--- src/rtl/qh_ovl_pkg.sv ---
package qh_ovl_pkg;

  typedef enum logic [1:0] {
    RES_ACK  = 2'd0,
    RES_NAK  = 2'd1,
    RES_NYET = 2'd2,
    RES_ERR  = 2'd3
  } res_code_e;

  // Handshakes that consume one NAK retry.
  function automatic logic counts_as_nak(input logic [1:0] code);
    return (code == RES_NAK) || (code == RES_NYET);
  endfunction

  // One-bit merge: keep the overlay value or take the descriptor value.
  function automatic logic pick_bit(input logic take_td, input logic ovl, input logic td);
    return take_td ? td : ovl;
  endfunction

endpackage

--- src/rtl/qh_ovl_fields.sv ---
module qh_ovl_fields
  import qh_ovl_pkg::*;
#(
  parameter int CERR_W   = 2,
  parameter int BYTES_W  = 15,
  parameter int STAT_W   = 8,
  parameter int CPROG_W  = 8,
  parameter int FTAG_W   = 5,
  parameter int SBYTES_W = 7
) (
  input  logic                clk,
  input  logic                rst_n,
  input  logic                load_i,
  input  logic                dtc_i,
  input  logic                hs_i,
  input  logic                td_toggle_i,
  input  logic                td_ioc_i,
  input  logic [CERR_W-1:0]   td_cerr_i,
  input  logic [BYTES_W-1:0]  td_bytes_i,
  input  logic [STAT_W-1:0]   td_status_i,
  input  logic [SBYTES_W-1:0] td_sbytes_i,
  input  logic                split_upd_i,
  input  logic [CPROG_W-1:0]  split_cprog_i,
  input  logic [FTAG_W-1:0]   split_ftag_i,
  input  logic [SBYTES_W-1:0] split_sbytes_i,
  output logic                toggle_o,
  output logic                ioc_o,
  output logic [CERR_W-1:0]   cerr_o,
  output logic [BYTES_W-1:0]  bytes_o,
  output logic [STAT_W-1:0]   status_o,
  output logic [CPROG_W-1:0]  cprog_o,
  output logic [FTAG_W-1:0]   ftag_o,
  output logic [SBYTES_W-1:0] sbytes_o
);

  localparam int STAT_HI = STAT_W - 1;

  logic                next_toggle;
  logic                next_ping;
  logic [STAT_W-1:0]   next_status;
  logic                split_write;

  always_comb begin
    next_toggle = pick_bit(dtc_i, toggle_o, td_toggle_i);
    next_ping   = pick_bit(!hs_i, status_o[0], td_status_i[0]);
    next_status = {td_status_i[STAT_HI:1], next_ping};
    split_write = split_upd_i && !load_i;
  end

  always_ff @(posedge clk) begin
    if (!rst_n) begin
      toggle_o <= 1'b0;
      ioc_o    <= 1'b0;
      cerr_o   <= '0;
      bytes_o  <= '0;
      status_o <= '0;
      cprog_o  <= '0;
      ftag_o   <= '0;
      sbytes_o <= '0;
    end else if (load_i) begin
      toggle_o <= next_toggle;
      ioc_o    <= td_ioc_i;
      cerr_o   <= td_cerr_i;
      bytes_o  <= td_bytes_i;
      status_o <= next_status;
      cprog_o  <= '0;
      ftag_o   <= '0;
      sbytes_o <= td_sbytes_i;
    end else if (split_write) begin
      cprog_o  <= split_cprog_i;
      ftag_o   <= split_ftag_i;
      sbytes_o <= split_sbytes_i;
    end
  end

endmodule

--- src/rtl/qh_nak_ctr.sv ---
module qh_nak_ctr
  import qh_ovl_pkg::*;
#(
  parameter int NAK_W = 4
) (
  input  logic             clk,
  input  logic             rst_n,
  input  logic             load_i,
  input  logic [NAK_W-1:0] rl_i,
  input  logic             restart_i,
  input  logic             xact_start_i,
  input  logic             res_valid_i,
  input  logic [1:0]       res_code_i,
  output logic [NAK_W-1:0] cnt_o,
  output logic             exhausted_o,
  output logic             ev_ovl_reload_o,
  output logic             ev_pass_reload_o,
  output logic             ev_dec_o
);

  localparam logic [NAK_W-1:0] ONE = NAK_W'(1);

  logic armed_q;
  logic nak_seen;

  function automatic logic [NAK_W-1:0] step_down(input logic [NAK_W-1:0] v);
    return (v == '0) ? '0 : v - ONE;
  endfunction

  always_comb begin
    nak_seen         = res_valid_i && counts_as_nak(res_code_i);
    ev_ovl_reload_o  = load_i;
    ev_pass_reload_o = !load_i && armed_q && xact_start_i;
    ev_dec_o         = !load_i && !ev_pass_reload_o && nak_seen;
    exhausted_o      = (cnt_o == '0);
  end

  always_ff @(posedge clk) begin
    if (!rst_n) begin
      cnt_o   <= '0;
      armed_q <= 1'b0;
    end else begin
      if (ev_ovl_reload_o || ev_pass_reload_o) cnt_o <= rl_i;
      else if (ev_dec_o)                       cnt_o <= step_down(cnt_o);
      armed_q <= restart_i || (armed_q && !xact_start_i);
    end
  end

endmodule

--- src/rtl/qh_cerr_wb.sv ---
module qh_cerr_wb #(
  parameter int CERR_W = 2
) (
  input  logic              clk,
  input  logic              rst_n,
  input  logic              advance_i,
  input  logic [CERR_W-1:0] cerr_i,
  output logic              wb_valid_o,
  output logic [CERR_W-1:0] wb_cerr_o
);

  always_ff @(posedge clk) begin
    if (!rst_n) begin
      wb_valid_o <= 1'b0;
      wb_cerr_o  <= '0;
    end else begin
      wb_valid_o <= advance_i;
      if (advance_i) wb_cerr_o <= cerr_i;
    end
  end

endmodule

--- src/rtl/qh_overlay_unit.sv ---
module qh_overlay_unit #(
  parameter int NAK_W    = 4,
  parameter int CERR_W   = 2,
  parameter int BYTES_W  = 15,
  parameter int STAT_W   = 8,
  parameter int CPROG_W  = 8,
  parameter int FTAG_W   = 5,
  parameter int SBYTES_W = 7
) (
  input  logic                clk,
  input  logic                rst_n,
  input  logic                load_i,
  input  logic                dtc_i,
  input  logic                hs_i,
  input  logic [NAK_W-1:0]    rl_i,
  input  logic                td_toggle_i,
  input  logic                td_ioc_i,
  input  logic [CERR_W-1:0]   td_cerr_i,
  input  logic [BYTES_W-1:0]  td_bytes_i,
  input  logic [STAT_W-1:0]   td_status_i,
  input  logic [SBYTES_W-1:0] td_sbytes_i,
  input  logic                split_upd_i,
  input  logic [CPROG_W-1:0]  split_cprog_i,
  input  logic [FTAG_W-1:0]   split_ftag_i,
  input  logic [SBYTES_W-1:0] split_sbytes_i,
  input  logic                res_valid_i,
  input  logic [1:0]          res_code_i,
  input  logic                restart_i,
  input  logic                xact_start_i,
  input  logic                advance_i,
  output logic                ovl_toggle_o,
  output logic                ovl_ioc_o,
  output logic [CERR_W-1:0]   ovl_cerr_o,
  output logic [BYTES_W-1:0]  ovl_bytes_o,
  output logic [STAT_W-1:0]   ovl_status_o,
  output logic [CPROG_W-1:0]  ovl_cprog_o,
  output logic [FTAG_W-1:0]   ovl_ftag_o,
  output logic [SBYTES_W-1:0] ovl_sbytes_o,
  output logic [NAK_W-1:0]    nak_cnt_o,
  output logic                nak_exhausted_o,
  output logic                wb_valid_o,
  output logic [CERR_W-1:0]   wb_cerr_o
);

  // Internal events brought out by name for the checker.
  logic ev_ovl_reload;
  logic ev_pass_reload;
  logic ev_dec;

  qh_ovl_fields #(
    .CERR_W(CERR_W), .BYTES_W(BYTES_W), .STAT_W(STAT_W),
    .CPROG_W(CPROG_W), .FTAG_W(FTAG_W), .SBYTES_W(SBYTES_W)
  ) u_fields (
    .clk(clk), .rst_n(rst_n), .load_i(load_i), .dtc_i(dtc_i), .hs_i(hs_i),
    .td_toggle_i(td_toggle_i), .td_ioc_i(td_ioc_i), .td_cerr_i(td_cerr_i),
    .td_bytes_i(td_bytes_i), .td_status_i(td_status_i), .td_sbytes_i(td_sbytes_i),
    .split_upd_i(split_upd_i), .split_cprog_i(split_cprog_i),
    .split_ftag_i(split_ftag_i), .split_sbytes_i(split_sbytes_i),
    .toggle_o(ovl_toggle_o), .ioc_o(ovl_ioc_o), .cerr_o(ovl_cerr_o),
    .bytes_o(ovl_bytes_o), .status_o(ovl_status_o), .cprog_o(ovl_cprog_o),
    .ftag_o(ovl_ftag_o), .sbytes_o(ovl_sbytes_o)
  );

  qh_nak_ctr #(.NAK_W(NAK_W)) u_nak (
    .clk(clk), .rst_n(rst_n), .load_i(load_i), .rl_i(rl_i),
    .restart_i(restart_i), .xact_start_i(xact_start_i),
    .res_valid_i(res_valid_i), .res_code_i(res_code_i),
    .cnt_o(nak_cnt_o), .exhausted_o(nak_exhausted_o),
    .ev_ovl_reload_o(ev_ovl_reload), .ev_pass_reload_o(ev_pass_reload),
    .ev_dec_o(ev_dec)
  );

  qh_cerr_wb #(.CERR_W(CERR_W)) u_wb (
    .clk(clk), .rst_n(rst_n), .advance_i(advance_i), .cerr_i(ovl_cerr_o),
    .wb_valid_o(wb_valid_o), .wb_cerr_o(wb_cerr_o)
  );

endmodule

--- config.mk ---
export PLATFORM = sky130hd
export DESIGN_NAME = qh_overlay_unit
export DESIGN_NICKNAME = d
export VERILOG_FILES = /design/src/rtl/qh_ovl_pkg.sv /design/src/rtl/qh_ovl_fields.sv /design/src/rtl/qh_nak_ctr.sv /design/src/rtl/qh_cerr_wb.sv /design/src/rtl/qh_overlay_unit.sv
export SDC_FILE = /design/constraint.sdc
export NUM_CORES = 1
export LEC_CHECK = 0
export BUFFER_PORTS_ARGS = -buffer_cell sky130_fd_sc_hd__buf_2
export CAP_MARGIN = 20
export CORE_UTILIZATION = 47
export DETAILED_ROUTE_END_ITERATION = 16
export GPL_TIMING_DRIVEN = 1
export PLACE_DENSITY = 0.85
export SYNTH_ARGS = -nofsm -noshare
export SYNTH_HDL_FRONTEND = slang
export SYNTH_SLANG_ARGS = --single-unit
--- constraint.sdc ---
create_clock -name clk -period 1.6 [get_ports clk]
set_input_delay 0.08 -clock clk [delete_from_list [all_inputs] [get_ports clk]]
set_output_delay 0.08 -clock clk [all_outputs]
set_load 0.05 [all_outputs]
==> results by group, run 1 <==
Outcome
  • Outcome: completed

Setup path
  • Critical Path End: nak_exhausted_o
  • Cells on worst reg2reg path: 4
  • Critical Path Start: u_nak.cnt_o[0]$_SDFFE_PN0P_
  • CP Max Fanout: 7
  • FF-to-FF Start: u_nak.cnt_o[0]$_SDFFE_PN0P_
  • Critical path class: reg -> out
  • Worst reg2reg setup slack: 0.41 ns
  • Critical path capture point type: output pin
  • Startpoint types: flip-flop
  • Critical path's slowest cell: dfxtp_1
  • Arrival @ worst endpoint: 1.32 ns
  • Sum of buffers and inverters on the critical path: 1
  • CP delay by family, top: flip-flops
  • Critical Path Max Stage Delay: 0.39 ns
  • CP Cell Sequence: nor4_4 -> buf_2
  • Reg2reg end: u_nak.cnt_o[3]$_SDFFE_PN0P_
  • Worst path depth: 2
  • CP required: 1.52 ns

Pwr
  • Pwr dens: 993 nW/um2
  • VDD IR max: 552 uV
  • Pleak: 0.00156 uW

Clocking
  • Worst-path clk slew: 0.09 ns
  • CTS tree: done
  • Worst skew pair latency: 0.29 ns
  • # H-tree levels: 2
  • CTS root buf: clkbuf_8
  • Clk sinks: 55
  • Num CTS Buffers: 5
  • Clk buf depth: 2

Routing
  • Routed WL: 4620 um
  • Routed vias: 1,886
  • DRC Markers: 0
  • DR pass1 iterations: 4
  • Routed Antenna Nets: 0
  • Routed len/inst: 11.9 um
  • Initial drt markers: 40
  • Vias per inst: 4.86

Floorplan
  • Die footprint: 4890 um2
  • Ports: 125
  • Initial Utilization: 49.5%
  • DIE WIDTH: 69.9 um
  • Die Ht: 69.9 um
  • Core box area: 4380 um2
  • FP Rows: 24

Synth
  • Ys Warns: 0
  • Share of the synthesized area in the top cell type: 50.7%
  • Mapped cell area: 2170 um2
  • Syn_area_per_cell: 10.4 um2
  • Cell count after synthesis: 208
  • Yosys top cell by area: dfxtp_1
  • Sequential share of the synthesized area: 50.7%
  • Synth Net Count: 278
  • Yosys cell types: 25
  • Synth area leaders: dfxtp_1 (51%), mux2i_1 (23%), nor2b_1 (9.2%)
  • #FFs+latches synth: 55

Global routing
  • Total GRT Usage: 19.1%
  • Largest net degree at the start of global routing: 44
  • Vias in the first global route: 1,764
  • Initial antenna violation count: 0
  • First-pass GRT wire length: 7630 um
  • Total grt overflow: 0

Finish
  • Fillers: 369
  • Multi-input gate area in the final layout: 1030 um2
  • Share of cells above drive strength 1: 40.8%
  • Diode count: 0
  • Layout net count: 405
  • Synth-to-Final Area Change: 37.8%
  • Sequential Area: 1100 um2

STA
  • Max-slew headroom: 62.0%
  • Period minus WS final: 1.40 ns
  • RSZ-0062 raised after global routing: false
  • Tcrit/Tclk final: 87.5%
  • Final number of setup-violating endpoints: 0
  • Fmax: 715 MHz
  • Worst-Margin Slew: 0.570 ns
  • Worst Hold Slack: 0.0137 ns
  • Pins Over Slew Limit: 0
  • Final Hold Vio Count: 0
  • Worst Clk Skew: 0.000766 ns
  • Fin Setup TNS: 0 ns

Run
  • Max-Cap Viols: 0

Worst hold path
  • Hold Crit Class: in -> reg

Place
  • GP Congestion: 0.750
  • Port Buf Inserts: 124
  • Hpwl dp: 3360 um
## sequential cells by signal (all words and copies together) (netlist names)
name and count:
u_fields.bytes_o 15, u_fields.toggle_o 1, u_nak.armed_q 1, u_fields.ioc_o 1, u_fields.sbytes_o 7, u_fields.cprog_o 8
u_wb.wb_valid_o 1, u_nak.cnt_o 4, u_fields.status_o 8, u_fields.cerr_o 2, u_wb.wb_cerr_o 2, u_fields.ftag_o 5
## worst reg2reg max path, stage by stage, from the launching register on
cell	delay [ns]
dfxtp_1	0.39
nor2_1	0.13
nand3_1	0.11
or2_0	0.21
a32o_1	0.25
## metal layers
layer	vias up	wire, um	track usage, %
met4	0	35	4.67
met3	5	345	5.92
met5	-	0	0
met1	847	1990	22.0
met2	80	2250	34.1
li1	954	-	-
## report_power, final
group          switching, uW  internal, uW  total (uW)
combinational            431           233         664
sequential              46.6          1440        1490
clock                    422           394         817
total                    900          2070        2970
## cell families (layout without fill, tap and decap cells)
family	count (synthesis)	in the layout	share of synthesized area [%]
AND/OR/NAND/NOR	73	73	18.3
flip-flops	55	55	50.7
multiplexers	49	49	22.6
AO/OA/AOI/OAI	18	18	5.31
buffers and inverters	12	140	2.65
XOR/XNOR	1	1	0.404
## cells in the mapped netlist
| cell type | instances |
|---|---|
| o211ai_1 | 1 |
| a21oi_1 | 2 |
| nor4_1 | 1 |
| nor2_1 | 14 |
| buf_6 | 1 |
| buf_2 | 4 |
| nand2b_4 | 1 |
| nand3_1 | 3 |
| or2_0 | 1 |
| dfxtp_1 | 55 |
| a32oi_1 | 1 |
| a32o_1 | 1 |
| clkbuf_1 | 7 |
| o21bai_1 | 1 |
| or4_1 | 1 |
| mux2i_1 | 49 |
| a21boi_0 | 1 |
| o21a_1 | 1 |
| nand2_1 | 12 |
| a21o_1 | 1 |
| o21ai_0 | 8 |
| nor2b_1 | 32 |
| o41ai_1 | 1 |
| and2_1 | 8 |
| xor2_1 | 1 |
## worst min path at each step
| stage | end | cells after the start | startpoint |
|---|---|---|---|
| detailed placement | u_nak.armed_q$_SDFF_PN0_ | 2 | restart_i |
| floorplan | u_nak.cnt_o[2]$_SDFFE_PN0P_ | 2 | rl_i[2] |
| global placement | u_nak.cnt_o[0]$_SDFFE_PN0P_ | 3 | rl_i[0] |
| CTS | u_fields.ftag_o[0]$_SDFFE_PP0P_ | 3 | split_ftag_i[0] |
| global route | u_fields.bytes_o[0]$_SDFFE_PN0P_ | 3 | td_bytes_i[0] |
| finish | u_fields.ftag_o[0]$_SDFFE_PP0P_ | 3 | split_ftag_i[0] |
## placed cells by master (no fill, tap or decap), drive strengths merged, types with 2 or more instances in the layout
master | netlist | routed
buf | 5 | 127
dfxtp | 55 | 55
mux2i | 49 | 49
nor2b | 32 | 32
nor2 | 14 | 14
nand2 | 12 | 12
o21ai | 8 | 8
and2 | 8 | 8
clkbuf | 7 | 7
dlygate4sd3 | 0 | 5
nand3 | 3 | 3
a21oi | 2 | 2
## metrics by stage
step	instance area [um2]	util (%)	setup slack, ns	instances	total power (uW)
2_1_floorplan	2180	-	0.0388	208	1990
3_5_place_dp	2840	64.7	0.333	375	2180
3_3_place_gp	2840	64.7	0.378	375	2170
4_1_cts	2990	68.2	0.184	388	3000
6_report	2990	68.2	0.200	388	2970
5_1_grt	2990	68.2	0.139	388	3110
## layout make-up
| class | instances | area share, % |
|---|---|---|
| flip-flops and latches | 55 | 36.8 |
| multi-input cells | 141 | 34.3 |
| repair buffers | 132 | 23.2 |
| clock buffers | 7 | 3.22 |
| well taps | 52 | 2.18 |
| clock inverters | 1 | 0.251 |
## repair_timing
item,4_1_cts,5_1_grt
gates resized for setup,0,0
setup buffers,0,0
hold endpoints to repair,5,0
hold buffers,5,0
Note: power is estimated with default switching activity, not from simulation.
==> run 2, diff against run 1 <==
- CORE_MARGIN: not set -> 2
==> results by group, run 2 (synthesis gave the netlist of run 1 again) <==
Place
  • Hpwl dp: 3420 um (+1.6%)
  • DP Worst Slack: 0.298 ns (-0.0349 ns)
  • GP Congestion: 0.777 (+3.5%)
  • Port Buf Inserts: 124 (unchanged)

Finish
  • Largest Register: u_fields.bytes_o
  • Diode count: 0 (unchanged)
  • Layout net count: 404 (-0.25%)
  • Share of cells above drive strength 1: 40.6% (-0.18 points)
  • Commonest non-fill, non-tap cell in the layout: buf_2
  • Largest registers: u_fields.bytes_o x15, u_fields.cprog_o x8, u_fields.status_o x8
  • Commonest non-fill, non-tap cells in the layout: buf_2 (124), dfxtp_1 (55), mux2i_1 (49)
  • Synth-to-Final Area Change: 36.4%
  • Max reg flops: 15 (unchanged)

Pwr
  • Pwr dens: 969 nW/um2 (-2.4%)
  • VDD IR max: 531 uV (-3.7%)
  • Pleak: 0.00154 uW (-0.86%)

Global routing
  • Initial antenna violation count: 0 (unchanged)
  • Total grt overflow: 0 (unchanged)
  • Total GRT Usage: 17.6% (-1.4 points)
  • Largest net degree at the start of global routing: 44 (unchanged)
  • First-pass GRT wire length: 7420 um (-2.8%)
  • Vias in the first global route: 1,788 (+1.4%)

Setup path
  • Critical path class: reg -> out
  • Arrival @ worst endpoint: 1.29 ns (-0.03 ns)
  • Critical path capture point type: output pin
  • Startpoint types: flip-flop
  • Cells on worst reg2reg path: 4 (unchanged)
  • CP Max Fanout: 5 (-2)
  • CP required: 1.52 ns (about the same)

Floorplan
  • FP Rows: 24 (unchanged)
  • Initial Utilization: 49.1% (-0.34 points)
  • Die footprint: 5180 um2 (+5.8%)
  • DIE WIDTH: 71.9 um (+2.9%)
  • Die Ht: 71.9 um (+2.9%)
  • Ports: 125 (unchanged)
  • Core box area: 4410 um2 (+0.68%)

STA
  • Fmax: 731 MHz (+2.4%)
  • Period minus WS final: 1.37 ns (-0.0322 ns)
  • Worst Clk Skew: 0.00299 ns (+0.00222 ns)
  • Max-slew headroom: 63.5% (+1.5 points)
  • Fin Setup TNS: 0 ns (unchanged)
  • RSZ-0062 raised after global routing: false
  • Setup ws final: 0.233 ns (+0.0322 ns)
  • Final Hold Vio Count: 0 (unchanged)
  • Final number of setup-violating endpoints: 0 (unchanged)
  • Worst-Margin Slew: 0.548 ns (-0.0228 ns)
  • Tcrit/Tclk final: 85.5% (-2.0 points)
  • Pins Over Slew Limit: 0 (unchanged)

Routing
  • Routed Antenna Nets: 0 (unchanged)
  • Routed len/inst: 11.6 um (-2.2%)
  • Routed vias: 1,865 (-1.1%)
  • DR pass1 iterations: 4 (unchanged)
  • Routed WL: 4500 um (-2.5%)
  • DRC Markers: 0 (unchanged)
  • Vias per inst: 4.82 (-0.86%)
  • Initial drt markers: 47 (+18%)

Clocking
  • Clk buf depth: 2 (unchanged)
  • Num CTS Buffers: 5 (unchanged)
  • CTS root buf: clkbuf_8
  • PostCTS Resize Cnt: 0 (unchanged)
  • Worst-path clk slew: 0.09 ns (about the same)
  • CTS tree: done
  • Setup repair bufs after CTS: 0 (unchanged)
  • Worst skew pair latency: 0.29 ns (about the same)
  • Clk sinks: 55 (unchanged)
  • # H-tree levels: 2 (unchanged)

Outcome
  • Outcome: completed

Worst hold path
  • Hold Crit Class: in -> reg
  • Worst hold stages: 2 (-1)

Run
  • Max-Cap Viols: 0 (unchanged)
-- run 2: layout make-up --
type | instances | area [um2]
clock buffer | 6 | 72.6
tap | 52 | 65.1
clock inverter | 2 | 12.5
timing repair buffer | 131 | 683
fill | 367 | 1450
multi-input combinational | 141 | 1030
sequential | 55 | 1100
-- run 2: critical path, cell delays in order, from the launching register on --
cell and delay [ns]:
dfxtp_1 0.38, nor4_4 0.31, buf_2 0.31
-- run 2: final timing paths --
| path | from | to | slack [ns] |
|---|---|---|---|
| max | u_nak.cnt_o[3]$_SDFFE_PN0P_ | nak_exhausted_o | 0.23 |
| min | restart_i | u_nak.armed_q$_SDFF_PN0_ | 0.008 |
| max reg2reg | u_nak.cnt_o[0]$_SDFFE_PN0P_ | u_nak.cnt_o[3]$_SDFFE_PN0P_ | 0.42 |
| min reg2reg | u_fields.ftag_o[4]$_SDFFE_PP0P_ | u_fields.ftag_o[4]$_SDFFE_PP0P_ | 0.49 |
-- run 2: through the flow --
| stage | utilization [%] | instance area (um2) | total power [uW] | std cells | hold WS (ns) |
|---|---|---|---|---|---|
| 2_1_floorplan | - | 2180 | 1990 | 208 | 0.189 |
| 3_3_place_gp | 64.2 | 2840 | 2170 | 375 | 0.284 |
| 3_5_place_dp | 64.2 | 2840 | 2180 | 375 | 0.293 |
| 4_1_cts | 67.1 | 2960 | 2910 | 387 | 0.000709 |
| 5_1_grt | 67.1 | 2960 | 3020 | 387 | 0.00429 |
| 6_report | 67.1 | 2960 | 2870 | 387 | 0.00778 |
-- run 2: per-layer routing --
| layer | GRT usage (%) | routed length, um | vias up |
|---|---|---|---|
| met4 | 4.40 | 30 | 0 |
| met1 | 20.2 | 1890 | 837 |
| met5 | 0 | 0 | - |
| li1 | - | - | 948 |
| met2 | 32.0 | 2200 | 76 |
| met3 | 5.42 | 386 | 4 |
-- run 2: power breakdown --
part	total (uW)	internal, uW	switching, uW
registers	1490	1440	45.5
logic	661	231	429
clock network	720	307	414
total	2870	1980	889
-- run 2: what timing repair did --
item	in CTS	in global routing
endpoints found under the hold margin	4	0
setup endpoints to repair	0	0
hold buffers	4	0
